===== src/rtl/dxg_pkg.sv =====
// Shared definitions for the DMA translation guard.
// Assumes table entries are laid out as {valid, read_ok, write_ok, ppn}.
package dxg_pkg;

    typedef enum logic [1:0] {
        ST_IDLE = 2'd0,
        ST_LOOK = 2'd1,
        ST_WAIT = 2'd2,
        ST_RESP = 2'd3
    } dxg_state_e;

    // Returns 1 when the entry's permission bits allow the access direction.
    function automatic logic perm_ok(input logic rd_ok, input logic wr_ok, input logic is_write);
        return is_write ? wr_ok : rd_ok;
    endfunction

endpackage


===== src/rtl/dxg_tlb.sv =====
// Fully associative translation cache with round-robin fill.
// Assumes fill_en only when the entry is valid; flush clears all slots and
// rewinds the fill pointer to slot 0 in one cycle.
module dxg_tlb #(
    parameter int DEPTH = 8,
    parameter int TAG_W = 10,
    parameter int PPN_W = 12
) (
    input  logic             clk,
    input  logic             rst_n,
    input  logic             flush,
    input  logic [TAG_W-1:0] lk_tag,
    output logic             hit,
    output logic [PPN_W-1:0] hit_ppn,
    output logic             hit_rd,
    output logic             hit_wr,
    input  logic             fill_en,
    input  logic [TAG_W-1:0] fill_tag,
    input  logic [PPN_W-1:0] fill_ppn,
    input  logic             fill_rd,
    input  logic             fill_wr
);
    localparam int PTR_W = (DEPTH > 1) ? $clog2(DEPTH) : 1;

    logic [PTR_W-1:0] ptr;
    logic [DEPTH-1:0] match;
    logic [PPN_W-1:0] ppn_m [DEPTH];
    logic [DEPTH-1:0] rd_m;
    logic [DEPTH-1:0] wr_m;

    for (genvar g = 0; g < DEPTH; g++) begin : g_slot
        logic             e_vld;
        logic [TAG_W-1:0] e_tag;
        logic [PPN_W-1:0] e_ppn;
        logic             e_rd;
        logic             e_wr;
        logic             e_sel;

        assign e_sel = fill_en && (ptr == PTR_W'(g));

        // Slot storage: cleared by reset or flush, loaded when selected for fill.
        always_ff @(posedge clk) begin
            if (!rst_n || flush) begin
                e_vld <= 1'b0;
                e_tag <= '0;
                e_ppn <= '0;
                e_rd  <= 1'b0;
                e_wr  <= 1'b0;
            end else if (e_sel) begin
                e_vld <= 1'b1;
                e_tag <= fill_tag;
                e_ppn <= fill_ppn;
                e_rd  <= fill_rd;
                e_wr  <= fill_wr;
            end
        end

        assign match[g] = e_vld && (e_tag == lk_tag);
        assign ppn_m[g] = match[g] ? e_ppn : '0;
        assign rd_m[g]  = match[g] && e_rd;
        assign wr_m[g]  = match[g] && e_wr;
    end

    // Merge the (at most one) matching slot onto the hit outputs.
    always_comb begin
        hit_ppn = '0;
        for (int i = 0; i < DEPTH; i++) begin
            hit_ppn = hit_ppn | ppn_m[i];
        end
        hit    = |match;
        hit_rd = |rd_m;
        hit_wr = |wr_m;
    end

    // Round-robin fill pointer; rewinds on flush.
    always_ff @(posedge clk) begin
        if (!rst_n || flush) begin
            ptr <= '0;
        end else if (fill_en) begin
            ptr <= (ptr == PTR_W'(DEPTH - 1)) ? '0 : ptr + 1'b1;
        end
    end

endmodule


===== src/rtl/dxg_fault_log.sv =====
// Fault reporter: one-cycle pulse plus sticky device/address capture.
// Assumes log_en is high for one cycle per blocked access.
module dxg_fault_log #(
    parameter int DEV_W  = 3,
    parameter int IOVA_W = 20
) (
    input  logic              clk,
    input  logic              rst_n,
    input  logic              log_en,
    input  logic [DEV_W-1:0]  log_dev,
    input  logic [IOVA_W-1:0] log_addr,
    output logic              fault_pulse,
    output logic [DEV_W-1:0]  fault_dev,
    output logic [IOVA_W-1:0] fault_addr
);
    // Register the pulse and capture the offending request on each fault.
    always_ff @(posedge clk) begin
        if (!rst_n) begin
            fault_pulse <= 1'b0;
            fault_dev   <= '0;
            fault_addr  <= '0;
        end else begin
            fault_pulse <= log_en;
            if (log_en) begin
                fault_dev  <= log_dev;
                fault_addr <= log_addr;
            end
        end
    end

endmodule


===== src/rtl/dma_xlate_guard.sv =====
// DMA address translation and permission guard.
// Takes one request at a time: looks it up in the cache, on a miss reads one
// flat table entry, then returns a translated address or a fault.
// Assumes the table memory answers each read strobe exactly once and that
// dev_map is static while requests are in flight.
module dma_xlate_guard
    import dxg_pkg::*;
#(
    parameter int NUM_DEV    = 8,
    parameter int NUM_TBL    = 4,
    parameter int IOVA_W     = 20,
    parameter int PA_W       = 24,
    parameter int PAGE_SHIFT = 12,
    parameter int TLB_DEPTH  = 8,
    localparam int DEV_W     = $clog2(NUM_DEV),
    localparam int TID_W     = $clog2(NUM_TBL),
    localparam int VPN_W     = IOVA_W - PAGE_SHIFT,
    localparam int PPN_W     = PA_W - PAGE_SHIFT,
    localparam int TAG_W     = TID_W + VPN_W,
    localparam int ENT_W     = PPN_W + 3
) (
    input  logic                     clk,
    input  logic                     rst_n,
    input  logic [NUM_DEV*TID_W-1:0] dev_map,
    input  logic                     flush,
    input  logic                     req_valid,
    output logic                     req_ready,
    input  logic [DEV_W-1:0]         req_dev,
    input  logic [IOVA_W-1:0]        req_iova,
    input  logic                     req_write,
    output logic                     rsp_valid,
    input  logic                     rsp_ready,
    output logic [PA_W-1:0]          rsp_pa,
    output logic                     rsp_fault,
    output logic                     tbl_rd_valid,
    output logic [TAG_W-1:0]         tbl_rd_addr,
    input  logic                     tbl_rsp_valid,
    input  logic [ENT_W-1:0]         tbl_rsp_data,
    output logic                     fault_pulse,
    output logic [DEV_W-1:0]         fault_dev,
    output logic [IOVA_W-1:0]        fault_addr
);
    dxg_state_e         state, nxt;
    logic [DEV_W-1:0]   cur_dev;
    logic [IOVA_W-1:0]  cur_iova;
    logic               cur_wr;
    logic [TID_W-1:0]   cur_tid;
    logic [PA_W-1:0]    pa_q;
    logic               flt_q;
    logic [TAG_W-1:0]   cur_tag;
    logic               hit, hit_rd, hit_wr;
    logic [PPN_W-1:0]   hit_ppn;
    logic               fill_en, log_en, ld_res, res_fault;
    logic [PA_W-1:0]    res_pa;
    logic               ent_v, ent_r, ent_w;
    logic [PPN_W-1:0]   ent_ppn;

    assign cur_tag     = {cur_tid, cur_iova[IOVA_W-1:PAGE_SHIFT]};
    assign tbl_rd_addr = cur_tag;
    assign req_ready   = (state == ST_IDLE);
    assign rsp_valid   = (state == ST_RESP);
    assign rsp_pa      = pa_q;
    assign rsp_fault   = flt_q;
    assign ent_v       = tbl_rsp_data[ENT_W-1];
    assign ent_r       = tbl_rsp_data[ENT_W-2];
    assign ent_w       = tbl_rsp_data[ENT_W-3];
    assign ent_ppn     = tbl_rsp_data[PPN_W-1:0];

    dxg_tlb #(.DEPTH(TLB_DEPTH), .TAG_W(TAG_W), .PPN_W(PPN_W)) u_tlb (
        .clk      (clk),
        .rst_n    (rst_n),
        .flush    (flush),
        .lk_tag   (cur_tag),
        .hit      (hit),
        .hit_ppn  (hit_ppn),
        .hit_rd   (hit_rd),
        .hit_wr   (hit_wr),
        .fill_en  (fill_en),
        .fill_tag (cur_tag),
        .fill_ppn (ent_ppn),
        .fill_rd  (ent_r),
        .fill_wr  (ent_w)
    );

    dxg_fault_log #(.DEV_W(DEV_W), .IOVA_W(IOVA_W)) u_flog (
        .clk         (clk),
        .rst_n       (rst_n),
        .log_en      (log_en),
        .log_dev     (cur_dev),
        .log_addr    (cur_iova),
        .fault_pulse (fault_pulse),
        .fault_dev   (fault_dev),
        .fault_addr  (fault_addr)
    );

    // Sequencing and result selection for the request in flight.
    always_comb begin
        nxt          = state;
        tbl_rd_valid = 1'b0;
        fill_en      = 1'b0;
        log_en       = 1'b0;
        ld_res       = 1'b0;
        res_fault    = 1'b0;
        res_pa       = '0;
        case (state)
            ST_IDLE: if (req_valid) nxt = ST_LOOK;
            ST_LOOK: begin
                if (hit) begin
                    ld_res    = 1'b1;
                    res_fault = !perm_ok(hit_rd, hit_wr, cur_wr);
                    res_pa    = res_fault ? '0 : {hit_ppn, cur_iova[PAGE_SHIFT-1:0]};
                    log_en    = res_fault;
                    nxt       = ST_RESP;
                end else begin
                    tbl_rd_valid = 1'b1;
                    nxt          = ST_WAIT;
                end
            end
            ST_WAIT: begin
                if (tbl_rsp_valid) begin
                    ld_res    = 1'b1;
                    res_fault = !(ent_v && perm_ok(ent_r, ent_w, cur_wr));
                    res_pa    = res_fault ? '0 : {ent_ppn, cur_iova[PAGE_SHIFT-1:0]};
                    fill_en   = ent_v && !flush;
                    log_en    = res_fault;
                    nxt       = ST_RESP;
                end
            end
            ST_RESP: if (rsp_ready) nxt = ST_IDLE;
            default: nxt = ST_IDLE;
        endcase
    end

    // State, captured request and registered result.
    always_ff @(posedge clk) begin
        if (!rst_n) begin
            state    <= ST_IDLE;
            cur_dev  <= '0;
            cur_iova <= '0;
            cur_wr   <= 1'b0;
            cur_tid  <= '0;
            pa_q     <= '0;
            flt_q    <= 1'b0;
        end else begin
            state <= nxt;
            if (state == ST_IDLE && req_valid) begin
                cur_dev  <= req_dev;
                cur_iova <= req_iova;
                cur_wr   <= req_write;
                cur_tid  <= dev_map[req_dev*TID_W +: TID_W];
            end
            if (ld_res) begin
                pa_q  <= res_pa;
                flt_q <= res_fault;
            end
        end
    end

endmodule


===== config.mk =====
export PLATFORM = sky130hd
export DESIGN_NAME = dma_xlate_guard
export DESIGN_NICKNAME = d
export VERILOG_FILES = /design/src/rtl/dxg_pkg.sv /design/src/rtl/dxg_tlb.sv /design/src/rtl/dxg_fault_log.sv /design/src/rtl/dma_xlate_guard.sv
export SDC_FILE = /design/constraint.sdc
export NUM_CORES = 1
export LEC_CHECK = 0
export BUFFER_PORTS_ARGS = -buffer_cell sky130_fd_sc_hd__buf_2
export CAP_MARGIN = 30
export CORE_MARGIN = 2
export CORE_UTILIZATION = 40
export CTS_CLUSTER_SIZE = 10
export DETAILED_ROUTE_END_ITERATION = 7
export SYNTH_ARGS = -nofsm -noshare
export SYNTH_HDL_FRONTEND = slang
export SYNTH_SLANG_ARGS = --single-unit

===== constraint.sdc =====
create_clock -name clk -period 3.9 [get_ports clk]
set_clock_uncertainty 0.2 [all_clocks]
set_input_delay 0.78 -clock clk [delete_from_list [all_inputs] [get_ports clk]]
set_output_delay 0.78 -clock clk [all_outputs]
set_load 0.05 [all_outputs]

==> run summary <==
========================================================================================
Number of buffers on the longest clock path ...............................            3
Most frequent cells in the layout ......................................... sky130_fd_sc_hd__nand2_1 (506), sky130_fd_sc_hd__dfxtp_1 (279), sky130_fd_sc_hd__a21oi_1 (195)
Leading cell type in the layout, fill and taps excluded ................... sky130_fd_sc_hd__nand2_1
Pin slew with the least headroom to its limit .............................     1.023 ns
Routed wire length per instance ...........................................     18.17 µm
Cell area after technology mapping ........................................    12310 µm²
Total Die Area ............................................................    32190 µm²
Cells taking the most area after synthesis ................................ sky130_fd_sc_hd__dfxtp_1 (46%), sky130_fd_sc_hd__nand2_1 (15%), sky130_fd_sc_hd__a21oi_1 (7.9%)
Number of global-route vias before repair .................................        10084
Number of buffer and inverter stages on the critical path .................            2
Hold Crit Class ........................................................... flip-flop to flip-flop
Data required time of the worst path ......................................      2.92 ns
Area grow syn2layout ......................................................       14.99%
Worst relative slew slack .................................................       31.58%
Source of the worst hold timing path ...................................... u_flog.fault_addr[2]
Worst r2r dst .............................................................   rsp_pa[11]
Antenna Cells .............................................................            0
Number of nets still failing antenna checks after routing .................            0
DRT iter0 DRCs ............................................................          891
Endpoint kind of the worst setup timing path ..............................   output pin
Final Routed Wirelength ...................................................     36.49 mm
Final number of hold-violating endpoints ..................................            0
Endpoint of the worst hold-timing path .................................... u_flog.fault_addr[2]
Synth Area in XOR/XNOR ....................................................       5.937%
Clock-pin slew on the worst setup and hold paths ..........................      0.05 ns
Post-synthesis share of cell area spent on and, or, nand and nor gates ....       21.61%
Proportion of synthesized chip area in sequential cells ...................       45.55%
Data arrival time at the worst-slack endpoint .............................      2.68 ns
Remaining Overflow, GRT ...................................................            0
Horizontal die dimension ..................................................     179.4 µm
Synthesis Warnings ........................................................            0
Clock root cell ........................................................... sky130_fd_sc_hd__clkbuf_16
Highest cell delay on the worst timing path ...............................      0.59 ns
Result of the run ......................................................... complete, no violations
Starting density of the core ..............................................       40.44%
Maximum VDD drop ..........................................................  0.0003021 V
Biggest fanout along the worst timing path ................................           10
Portion of the clock cycle consumed by the worst path in the final layout .       93.78%
Post-synthesis cell type count ............................................           50
Compound-gate portion of the synthesized area .............................       16.78%
Standard cell with the maximum stage delay on the critical path ........... sky130_fd_sc_hd__dfxtp_1
Total routing usage reported by global routing ............................       22.03%
Post-detailed-route DRC marker count ......................................            0
Hold Path Stages ..........................................................            2
Max-cap viol count ........................................................            0
Die outline height ........................................................     179.4 µm
Worst Setup Start Kind ....................................................    flip-flop
Asr flop ratio synth ......................................................           0%
Total count of max-transition violations in the final report ..............            0
FF-to-FF Start ............................................................ cur_iova[17]
Predominant post-synthesis flop cell ...................................... sky130_fd_sc_hd__dfxtp_1
Final-layout fill cell count ..............................................         3009
Ordered cell list for the critical path ................................... buf_4 > xnor2_1 > nand3_1 > nor3_2 > nor4_1 > and3_1 > buf_2
Detailed Routing Iterations Pass 1 ........................................            5
Syn Area/Cell .............................................................    8.038 µm²
Max Clk Rate ..............................................................    273.4 MHz
Global-route wire length before repair ....................................     57.28 mm
Critical path class ....................................................... flip-flop to output pin
RePlAce Congestion ........................................................       0.8546
Core utilization of the finished layout ...................................       46.50%
Share of synthesized area spent on multiplexers ...........................       2.938%
LEAKAGE ...................................................................     4.721 nW
Finish-stage setup viols ..................................................            0
Power density cells ....................................................... 501.4 nW/µm²
Reg-to-reg setup timing slack .............................................      0.46 ns
Largest family of logic cells by synthesized area ......................... simple AND/OR/NAND/NOR gates
Delay-heaviest family, CP ................................................. simple AND/OR/NAND/NOR gates
Fin Setup TNS .............................................................         0 ns
Worst reg2reg path depth ..................................................           11
Clk sink count ............................................................          280
Vias per cell .............................................................        5.405
Clock latency of the later-clocked register in the worst-skew pair ........      0.50 ns
Largest net degree at the start of global routing .........................          101
Setup repair after global routing missed its margin .......................           no
Net count of the mapped netlist ...........................................         1602
I/O pin total .............................................................          123
Layout net count ..........................................................         1676
Estimated wirelength of the detail-placed design ..........................     23.78 mm
Post-synth EDFFs ..........................................................            0
Fraction of synthesized cell area taken by the top area cell type .........       45.55%
Core Rows .................................................................           64
Share of final-layout standard cells stronger than drive strength 1 .......       14.95%
Register bit total from synthesis .........................................          280
Yosys top cell by area .................................................... sky130_fd_sc_hd__dfxtp_1
Area of the core ..........................................................    30430 µm²
Clock period minus worst slack ............................................     3.658 ns
Number of buffers added by the clock tree synthesis step ..................           34
CTS tree ..................................................................          yes
Max H-tree Level ..........................................................            2
Mapped Cells ..............................................................         1531
Synthesized-area fraction occupied by adder cells .........................       1.017%
Buffers inserted during post-CTS setup optimization .......................            0
Port-buffer cells .........................................................          122
Routed via count ..........................................................        10854
Initial antenna violation count ...........................................            1
========================================================================================
## per-stage QoR
| stage | hold slack, ns | worst slack [ns] | cell area, µm² | power, mW | std cells |
|---|---|---|---|---|---|
| 3_3_place_gp | 0.2381 | 0.5633 | 13230 | 4.387 | 1965 |
| 3_5_place_dp | 0.2441 | 0.4365 | 13230 | 4.399 | 1965 |
| 2_1_floorplan | 0.2342 | 0.9036 | 12310 | 4.103 | 1531 |
| 6_report | 0.2514 | 0.2424 | 14150 | 7.096 | 2008 |
| 5_1_grt | 0.2665 | 0.1175 | 14150 | 7.364 | 2008 |
| 4_1_cts | 0.2530 | 0.2207 | 14150 | 7.139 | 2008 |
## how the worst max path moves through the flow
stage	from	endpoint	slack, ns	depth (start not counted)
6_report	cur_iova[17]	tbl_rd_valid	0.24	7
5_1_grt	cur_iova[19]	tbl_rd_valid	0.12	7
4_1_cts	cur_iova[18]	tbl_rd_valid	0.22	7
3_5_place_dp	cur_iova[18]	rsp_pa[11]	0.44	11
3_3_place_gp	cur_iova[18]	rsp_pa[10]	0.56	11
2_1_floorplan	cur_tid[0]	tbl_rd_valid	0.90	7
## per-layer routing
| metal | GRT usage, % | vias to the layer above | wire [µm] |
|---|---|---|---|
| li1 | - | 5268 | - |
| met1 | 31.11 | 5164 | 16950 |
| met2 | 34.82 | 346 | 16510 |
| met3 | 3.282 | 74 | 2134 |
| met4 | 6.699 | 2 | 881 |
| met5 | 0 | - | 11 |
## synthesized netlist by cell type, types with 9 or more instances
cell / instances
sky130_fd_sc_hd__and2_1: 9
sky130_fd_sc_hd__nand4_1: 33
sky130_fd_sc_hd__inv_1: 15
sky130_fd_sc_hd__nor4_1: 9
sky130_fd_sc_hd__nor2_1: 34
sky130_fd_sc_hd__clkbuf_1: 106
sky130_fd_sc_hd__nor3_1: 10
sky130_fd_sc_hd__a21oi_1: 195
sky130_fd_sc_hd__ha_1: 10
sky130_fd_sc_hd__nand2_1: 506
sky130_fd_sc_hd__a31oi_1: 12
sky130_fd_sc_hd__a31o_1: 9
sky130_fd_sc_hd__a21boi_0: 24
sky130_fd_sc_hd__buf_2: 12
sky130_fd_sc_hd__a22oi_1: 34
sky130_fd_sc_hd__buf_6: 13
sky130_fd_sc_hd__mux2i_1: 26
sky130_fd_sc_hd__a32o_1: 12
sky130_fd_sc_hd__nand3_1: 19
sky130_fd_sc_hd__xnor2_1: 76
sky130_fd_sc_hd__dfxtp_1: 280
## cells by family (layout without fill, tap and decap cells)
logic type	after synthesis	count (layout)
xor+xnor	80	80
mux	31	31
fa+ha+maj	10	10
compound gates	335	335
buf+inv	157	238
flops	280	280
simple gates	638	638
## worst reg2reg max path, stage by stage, from the launching register on
cell	delay [ns]
sky130_fd_sc_hd__dfxtp_1	0.59
sky130_fd_sc_hd__buf_4	0.25
sky130_fd_sc_hd__xnor2_1	0.09
sky130_fd_sc_hd__nand4_1	0.11
sky130_fd_sc_hd__nor3_1	0.07
sky130_fd_sc_hd__a2111oi_0	0.73
sky130_fd_sc_hd__buf_4	0.22
sky130_fd_sc_hd__nand2_1	0.08
sky130_fd_sc_hd__o211ai_2	0.40
sky130_fd_sc_hd__o21ai_1	0.15
sky130_fd_sc_hd__buf_4	0.23
sky130_fd_sc_hd__a32o_1	0.22
## where the power goes
part | total, mW | internal, mW | switching (mW)
clock network | 2.75 | 1.62 | 1.13
registers | 3.04 | 2.95 | 0.0891
logic | 1.31 | 0.420 | 0.892
## area by class of cell
type	count	area, µm²	share of cell area, %
Clock buffer	41	908.4	6.419
Clock inverter	2	13.76	0.09726
Inverter	15	56.30	0.3979
Multi-Input combinational cell	1094	5949	42.04
Sequential cell	280	5607	39.62
Tap cell	396	495.5	3.501
Timing Repair Buffer	180	1121	7.922
## repair_timing
item	4_1_cts	5_1_grt
hold buffers	0	0
endpoints found under the setup margin	0	1
gates resized for setup	0	1
## state kept, by name, summed over array words and instances (netlist names), 8 cells and up
signal	flops
u_tlb.g_slot.e_ppn	96
u_tlb.g_slot.e_tag	80
rsp_pa	24
cur_iova	20
u_flog.fault_addr	20
u_tlb.g_slot.e_rd	8
u_tlb.g_slot.e_vld	8
u_tlb.g_slot.e_wr	8
(Power assumes the default switching activity.)
